<file path="src/rtl/injseq_pkg.sv">
package injseq_pkg;

    // Sequencer states: idle, issue one request, wait for the converter
    typedef enum logic [1:0] {
        ST_IDLE  = 2'd0,
        ST_ISSUE = 2'd1,
        ST_WAIT  = 2'd2
    } seq_state_e;

    // Edge selection codes
    localparam logic [1:0] EDGE_NONE = 2'b00;
    localparam logic [1:0] EDGE_RISE = 2'b01;
    localparam logic [1:0] EDGE_FALL = 2'b10;

endpackage

</file>
<file path="src/rtl/injseq_trig.sv">
module injseq_trig (
    input  logic       clk,
    input  logic       rst_n,
    input  logic       ext_trig,
    input  logic       cfg_sw_sel,
    input  logic [1:0] cfg_edge,
    output logic       ext_evt
);
    import injseq_pkg::*;

    typedef struct packed {
        logic s1;
        logic s2;
        logic s3;
    } sync_t;

    sync_t sync_d, sync_q;
    logic  rise, fall;

    always_comb begin
        sync_d    = sync_q;
        sync_d.s1 = ext_trig;
        sync_d.s2 = sync_q.s1;
        sync_d.s3 = sync_q.s2;
    end

    always_ff @(posedge clk or negedge rst_n) begin
        if (!rst_n) sync_q <= '0;
        else        sync_q <= sync_d;
    end

    assign rise    = sync_q.s2 & ~sync_q.s3;
    assign fall    = ~sync_q.s2 & sync_q.s3;
    assign ext_evt = ~cfg_sw_sel &
                     (((cfg_edge & EDGE_RISE) != EDGE_NONE && rise) ||
                      ((cfg_edge & EDGE_FALL) != EDGE_NONE && fall));


    // a detected edge always follows a synchroniser change one cycle earlier
    evt_src_chk: assert property (@(posedge clk) disable iff (!rst_n)
        ext_evt |-> $past(sync_q.s1) != $past(sync_q.s2));

endmodule

</file>
<file path="src/rtl/injseq_fsm.sv">
module injseq_fsm #(
    parameter int NRANK = 4,
    parameter int CH_W  = 5,
    localparam int RK_W = (NRANK > 1) ? $clog2(NRANK) : 1
) (
    input  logic                  clk,
    input  logic                  rst_n,
    input  logic [RK_W-1:0]       cfg_len,
    input  logic                  cfg_scan,
    input  logic                  cfg_cont,
    input  logic                  cfg_disc,
    input  logic                  cfg_auto,
    input  logic                  cfg_sw_sel,
    input  logic [NRANK*CH_W-1:0] cfg_chan,
    input  logic                  sw_start,
    input  logic                  ext_evt,
    input  logic                  reg_done,
    input  logic                  conv_done,
    output logic                  conv_req,
    output logic [CH_W-1:0]       conv_chan,
    output logic                  wr_en,
    output logic [RK_W-1:0]       wr_idx,
    output logic                  busy,
    output logic                  eos
);
    import injseq_pkg::*;

    typedef struct packed {
        seq_state_e      state;
        logic [RK_W-1:0] rank;
        logic [RK_W-1:0] last;
        logic [RK_W-1:0] ptr;
        logic            step_run;
        logic            eos;
    } fsm_t;

    fsm_t fsm_d, fsm_q;

    logic            step_mode;
    logic            chain_ok;
    logic            start_evt;
    logic [RK_W-1:0] step_first;

    assign step_mode  = cfg_scan & ~cfg_cont & cfg_disc;
    assign chain_ok   = cfg_auto & cfg_sw_sel & ~cfg_disc;
    assign start_evt  = sw_start | ext_evt | (chain_ok & reg_done);
    assign step_first = (fsm_q.ptr > cfg_len) ? '0 : fsm_q.ptr;

    always_comb begin
        fsm_d     = fsm_q;
        fsm_d.eos = 1'b0;
        unique case (fsm_q.state)
            ST_IDLE: begin
                if (start_evt) begin
                    fsm_d.state = ST_ISSUE;
                    if (step_mode) begin
                        fsm_d.rank     = step_first;
                        fsm_d.last     = step_first;
                        fsm_d.step_run = 1'b1;
                    end else begin
                        fsm_d.rank     = '0;
                        fsm_d.last     = cfg_scan ? cfg_len : '0;
                        fsm_d.step_run = 1'b0;
                    end
                end
            end
            ST_ISSUE: begin
                fsm_d.state = ST_WAIT;
            end
            ST_WAIT: begin
                if (conv_done) begin
                    if (fsm_q.rank == fsm_q.last) begin
                        fsm_d.state = ST_IDLE;
                        if (fsm_q.step_run) begin
                            fsm_d.ptr = (fsm_q.rank >= cfg_len) ? '0 : fsm_q.rank + 1'b1;
                            fsm_d.eos = (fsm_q.rank >= cfg_len);
                        end else begin
                            fsm_d.ptr = '0;
                            fsm_d.eos = 1'b1;
                        end
                    end else begin
                        fsm_d.rank  = fsm_q.rank + 1'b1;
                        fsm_d.state = ST_ISSUE;
                    end
                end
            end
            default: fsm_d.state = ST_IDLE;
        endcase
    end

    always_ff @(posedge clk or negedge rst_n) begin
        if (!rst_n) begin
            fsm_q       <= '0;
            fsm_q.state <= ST_IDLE;
        end else begin
            fsm_q <= fsm_d;
        end
    end

    assign conv_req  = (fsm_q.state == ST_ISSUE);
    assign conv_chan = cfg_chan[fsm_q.rank*CH_W +: CH_W];
    assign wr_en     = (fsm_q.state == ST_WAIT) && conv_done;
    assign wr_idx    = fsm_q.rank;
    assign busy      = (fsm_q.state != ST_IDLE);
    assign eos       = fsm_q.eos;


    req_single_chk: assert property (@(posedge clk) disable iff (!rst_n)
        conv_req |=> !conv_req);


    wait_hold_chk: assert property (@(posedge clk) disable iff (!rst_n)
        (fsm_q.state == ST_WAIT && !conv_done) |=>
            (fsm_q.state == ST_WAIT && $stable(fsm_q.rank)));


    rank_bound_chk: assert property (@(posedge clk) disable iff (!rst_n)
        busy |-> fsm_q.rank <= fsm_q.last);


    eos_idle_chk: assert property (@(posedge clk) disable iff (!rst_n)
        eos |-> !busy);

endmodule

</file>
<file path="src/rtl/injseq_results.sv">
module injseq_results #(
    parameter int NRANK = 4,
    parameter int RES_W = 12,
    localparam int RK_W = (NRANK > 1) ? $clog2(NRANK) : 1,
    localparam int OUT_W = RES_W + 1
) (
    input  logic                    clk,
    input  logic                    rst_n,
    input  logic                    wr_en,
    input  logic [RK_W-1:0]         wr_idx,
    input  logic [RES_W-1:0]        conv_data,
    input  logic [NRANK*RES_W-1:0]  cfg_offs,
    output logic [NRANK*OUT_W-1:0]  res_flat
);

    typedef struct packed {
        logic [NRANK-1:0][OUT_W-1:0] val;
    } res_t;

    res_t             res_d, res_q;
    logic [RES_W-1:0] off_sel;
    logic [OUT_W-1:0] diff;

    assign off_sel = cfg_offs[wr_idx*RES_W +: RES_W];
    assign diff    = {1'b0, conv_data} - {1'b0, off_sel};

    always_comb begin
        res_d = res_q;
        if (wr_en) res_d.val[wr_idx] = diff;
    end

    always_ff @(posedge clk or negedge rst_n) begin
        if (!rst_n) res_q <= '0;
        else        res_q <= res_d;
    end

    for (genvar gi = 0; gi < NRANK; gi++) begin : g_out
        assign res_flat[gi*OUT_W +: OUT_W] = res_q.val[gi];
    end


    res_hold_chk: assert property (@(posedge clk) disable iff (!rst_n)
        !wr_en |=> $stable(res_flat));

endmodule

</file>
<file path="src/rtl/adc_inject_sequencer.sv">
module adc_inject_sequencer #(
    parameter int NRANK = 4,
    parameter int CH_W  = 5,
    parameter int RES_W = 12,
    localparam int RK_W = (NRANK > 1) ? $clog2(NRANK) : 1,
    localparam int OUT_W = RES_W + 1
) (
    input  logic                   clk,
    input  logic                   rst_n,
    input  logic [RK_W-1:0]        cfg_len,
    input  logic                   cfg_scan,
    input  logic                   cfg_cont,
    input  logic                   cfg_disc,
    input  logic                   cfg_auto,
    input  logic                   cfg_sw_sel,
    input  logic [1:0]             cfg_edge,
    input  logic [NRANK*CH_W-1:0]  cfg_chan,
    input  logic [NRANK*RES_W-1:0] cfg_offs,
    input  logic                   sw_start,
    input  logic                   ext_trig,
    input  logic                   reg_done,
    output logic                   conv_req,
    output logic [CH_W-1:0]        conv_chan,
    input  logic                   conv_done,
    input  logic [RES_W-1:0]       conv_data,
    output logic [NRANK*OUT_W-1:0] res_flat,
    output logic                   eos,
    output logic                   busy
);

    logic            ext_evt;
    logic            wr_en;
    logic [RK_W-1:0] wr_idx;

    injseq_trig u_trig (
        .clk        (clk),
        .rst_n      (rst_n),
        .ext_trig   (ext_trig),
        .cfg_sw_sel (cfg_sw_sel),
        .cfg_edge   (cfg_edge),
        .ext_evt    (ext_evt)
    );

    injseq_fsm #(.NRANK(NRANK), .CH_W(CH_W)) u_fsm (
        .clk        (clk),
        .rst_n      (rst_n),
        .cfg_len    (cfg_len),
        .cfg_scan   (cfg_scan),
        .cfg_cont   (cfg_cont),
        .cfg_disc   (cfg_disc),
        .cfg_auto   (cfg_auto),
        .cfg_sw_sel (cfg_sw_sel),
        .cfg_chan   (cfg_chan),
        .sw_start   (sw_start),
        .ext_evt    (ext_evt),
        .reg_done   (reg_done),
        .conv_done  (conv_done),
        .conv_req   (conv_req),
        .conv_chan  (conv_chan),
        .wr_en      (wr_en),
        .wr_idx     (wr_idx),
        .busy       (busy),
        .eos        (eos)
    );

    injseq_results #(.NRANK(NRANK), .RES_W(RES_W)) u_res (
        .clk       (clk),
        .rst_n     (rst_n),
        .wr_en     (wr_en),
        .wr_idx    (wr_idx),
        .conv_data (conv_data),
        .cfg_offs  (cfg_offs),
        .res_flat  (res_flat)
    );


    eos_after_done_chk: assert property (@(posedge clk) disable iff (!rst_n)
        eos |-> $past(conv_done));

endmodule

</file>
<file path="config.mk">
export PLATFORM = sky130hd
export DESIGN_NAME = adc_inject_sequencer
export DESIGN_NICKNAME = d
export VERILOG_FILES = /design/src/rtl/injseq_pkg.sv /design/src/rtl/injseq_trig.sv /design/src/rtl/injseq_fsm.sv /design/src/rtl/injseq_results.sv /design/src/rtl/adc_inject_sequencer.sv
export SDC_FILE = /design/constraint.sdc
export NUM_CORES = 1
export LEC_CHECK = 0
export BUFFER_PORTS_ARGS = -buffer_cell sky130_fd_sc_hd__buf_2
export CORE_ASPECT_RATIO = 0.8
export CORE_MARGIN = 8
export CORE_UTILIZATION = 44
export DETAILED_ROUTE_END_ITERATION = 8
export PLACE_DENSITY = 0.89
export SKIP_LAST_GASP = 1
export SLEW_MARGIN = 5
export SYNTH_ARGS = -nofsm -noshare
export SYNTH_HDL_FRONTEND = slang
export SYNTH_SLANG_ARGS = --single-unit
export TNS_END_PERCENT = 10
</file>
<file path="constraint.sdc">
create_clock -name clk -period 3.1 [get_ports clk]
set_input_delay 0 -clock clk [delete_from_list [all_inputs] [get_ports clk]]
set_output_delay 0 -clock clk [all_outputs]
set_load 0.005 [all_outputs]
</file>
==> summary.md <==
| Metric | Value |
|---|---|
| Clk Latency, worst-skew pair | `340 ps` |
| Net Sw Frac | `about two fifths` |
| Routed vias/inst | `approximately 5.5` |
| Register-to-register setup slack | `around 240 ps` |
| Worst min-delay path category | `input port to flop` |
| Yosys cell types | `around 50` |
| GRT Total Usage | `a little under a fifth` |
| Mapped Cells | `359` |
| Clock slew at reported path FFs | `approximately 80 ps` |
| Worst-Margin Slew | `just over 800 ps` |
| GR Util met2 | `a little under a third` |
| Yosys warnings | `0` |
| Seq/Total Area, Yosys | `43.76%` |
| CTS tree | `built` |
| Final wirelength | `approximately 11000 um` |
| Fin crit period | `approximately 2900 ps` |
| Clk pwr share | `around a fifth` |
| First-pass GRT wire length | `approximately 18000 um` |
| Fill count | `724` |
| Clock root cell | `clkbuf_8` |
| Area of the core | `around 8300 um^2` |
| Vias in the first global route | `3639` |
| Total gr overflow | `0` |
| Startpoint type of the worst setup path | `flop` |
| Area Overhead vs Synth | `31.20%` |
| Final RePlAce weighted congestion | `0.9182` |
| Initial Util | `approximately 45%` |
| Critical path arrival | `slightly above 3000 ps` |
| Minimum hold slack | `between 30 and 40 ps` |
| Ports | `155` |
| Initial drt markers | `287` |
| I/O Buffers | `around 150` |
| Combinational power share | `50.1%` |
| PwrDens | `between 900 and 1000 nW/um^2` |
| Post-route setup TNS | `0 ps` |
| Mapped Area | `3717 um^2` |
| Max-cap check violation count | `0` |
| Largest net degree at the start of global routing | `40` |
| # rows | `30` |
| Nets | `around 640` |
| Most Used Layer, Global Route | `met2` |
| Total net switching power | `1.789 mW` |
| Num CTS Buffers | `9` |
| Clk_skew | `around 8.3 ps` |
| Met3 GRT Util | `7.728%` |
| Met1 Resource Use GR | `22.29%` |
| CP Buf/Inv Count | `1` |
| Die Ht | `about 100 um` |
| WS Path Type | `flop to flop` |
| Full die area | `11660 um^2` |
| Syn_area_per_cell | `just over 10 um^2` |
| Via count | `between 3000 and 4000` |
| Clock Tree Buf Depth | `2` |
| Dpl hpwl | `9418 um` |
| Worst stage delay on the critical path | `roughly 550 ps` |
| WP data required | `between 3000 and 4000 ps` |
| Initial antenna violation count | `0` |
| Chip width | `~120 um` |
| Number of synthesized flops with an enable pin | `0` |
| Ys flop type | `dfrtp_1` |
| Crit-path cells | `buf_4 -> mux4_2 -> fa_1 -> and2b_1 -> o2111ai_2 -> a211o_2 -> o211ai_1 -> o21ai_0` |
| Cell Int Power | `approximately 2.6 mW` |
| Seq cells post-synth | `65` |
| Max H-tree Level | `3` |
| Seq pwr share | `31.0%` |
| # DRC | `0` |
| Max FO, Critical Path | `9` |
| Post-route ant nets | `0` |
| Final setup viols | `0` |
| Async SR Flop Fraction | `100.0%` |
| DRT Pass-1 Iters | `4` |
| Post-CTS setup buffers | `0` |
| CP endpoint kind | `flop` |
| Layout cells sized above 1 | `approximately 40%` |
| Delay-heaviest family, CP | `compound AO/OA/AOI/OAI gates` |
| Final Hold Violating Endpoints | `0` |
| CTS Sinks | `65` |
| Most frequent cells in the layout | `154 x buf_2, 65 x dfrtp_1, 56 x nand2_1` |
| Slowest CP cell | `mux4_2` |
| Syn nets | `roughly 480` |
| Peak Freq | `349.9 MHz` |
| N_diodes | `0` |
| Pins over their slew limit | `0` |
| Slew HR | `about 44%` |
| Routed len/inst | `18.03 um` |
| Most common cell after layout, fill and taps aside | `buf_2` |
| Fin crit share | `92.20%` |
| P_leak | `between 2 and 2.5 nW` |
| Status | `finished clean` |
| RSZ-0062 raised after global routing | `false` |
| Worst VDD drop | `354.0 uV` |
## synthesized netlist by cell type, types with 2 or more instances
cell type  number  area share, %
dfrtp_1        65             44
nand2_1        56            5.7
o21ai_0        45            6.1
inv_1          25            2.5
ha_1           20            6.7
mux4_2         17             10
nor2_1         11            1.1
clkbuf_1       10            1.0
nand2b_1        9            1.5
nand3_1         8            1.1
o31ai_1         8            1.6
a21oi_1         7           0.94
xor2_1          7            1.6
o211ai_1        6            1.2
nor2b_1         5           0.84
a31oi_1         4           0.67
and3_1          4           0.67
o2111ai_1       4           0.94
a21oi_2         3           0.71
buf_2           3           0.40
nor3_1          3           0.40
o21a_1          3           0.61
a211oi_1        2           0.40
a21o_1          2           0.40
a32oi_1         2           0.47
and3b_1         2           0.47
and4bb_2        2           0.67
o21bai_1        2           0.40
o41ai_1         2           0.47
## registers in the layout, summed over array words and instances, names as in the netlist
name            count
u_fsm.eos           1
u_fsm.fsm_q         7
u_fsm.wr_idx        2
u_res.res_flat     52
u_trig.sync_d       2
u_trig.sync_q       1
## power by group through the flow
| stage | Clock [mW] | Combinational [mW] | Sequential, mW |
|---|---|---|---|
| after floorplan | 0 | 1.35 | 1.38 |
| after global placement | 0 | 2.10 | 1.36 |
| after detailed placement | 0 | 2.20 | 1.38 |
| after CTS | 0.838 | 2.22 | 1.37 |
| after global routing | 0.866 | 2.45 | 1.41 |
| final | 0.831 | 2.21 | 1.37 |
## layout make-up
class / instances / area (um^2) / share of cell area, %
Clock buffer: 12 / 155.1 / 3.181
Clock inverter: 4 / 75.07 / 1.539
Inverter: 25 / 93.84 / 1.924
Multi-Input combinational cell: 254 / 1933 / 39.64
Sequential cell: 65 / 1627 / 33.35
Tap cell: 112 / 140.1 / 2.873
Timing Repair Buffer: 164 / 853.3 / 17.50
## metal layers
layer,up-vias,part of all wire [%]
li1,1615,-
met1,1692,41
met2,155,48
met3,16,10
met4,0,1.5
met5,-,0
## worst register-to-register path: stages (launching register included)
cell,delay [ps]
dfrtp_1,400
buf_4,220
mux4_2,550
fa_1,440
and2b_1,250
o2111ai_2,160
a211o_2,370
o211ai_1,170
o21ai_0,140
## metrics by stage
| step | util (%) | std cells | setup slack (ps) | cell area (um^2) | power (mW) |
|---|---|---|---|---|---|
| after detailed placement | 55.41 | 617 | 247.0 | 4617 | 3.584 |
| after floorplan | - | 359 | 67.63 | 3717 | 2.721 |
| final | 58.53 | 636 | 241.7 | 4877 | 4.413 |
| after global routing | 58.53 | 636 | 37.68 | 4877 | 4.719 |
| after CTS | 58.53 | 636 | 221.0 | 4877 | 4.425 |
| after global placement | 55.41 | 617 | 379.7 | 4617 | 3.462 |
## timing repair
item	4_1_cts	5_1_grt
hold buffers	3	0
gates resized for setup	0	0
hold endpoints to repair	40	0
setup endpoints to repair	0	0
## worst paths after layout
check	start	endpoint	cells after the start
max	u_fsm.wr_idx[0]$_DFFE_PN0P_	u_res.res_flat[36]$_DFFE_PN0P_	8
min	cfg_scan	u_fsm.fsm_q[4]$_DFFE_PN0P_	3
max reg2reg	u_fsm.wr_idx[0]$_DFFE_PN0P_	u_res.res_flat[36]$_DFFE_PN0P_	8
min reg2reg	u_trig.sync_d[1]$_DFF_PN0_	u_trig.sync_d[0]$_DFF_PN0_	0
max in group asynchronous	rst_n	u_fsm.wr_idx[1]$_DFFE_PN0P_	3
min in group asynchronous	rst_n	u_res.res_flat[8]$_DFFE_PN0P_	2
## cell families after synthesis
group	after synthesis	share of synthesized area, %
flops	65	43.76
fa+ha+maj	21	7.270
mux	19	10.87
xor+xnor	8	1.885
compound gates	100	17.94
buf+inv	40	4.241
simple gates	106	14.04
Power figures use the tool's default switching activity.
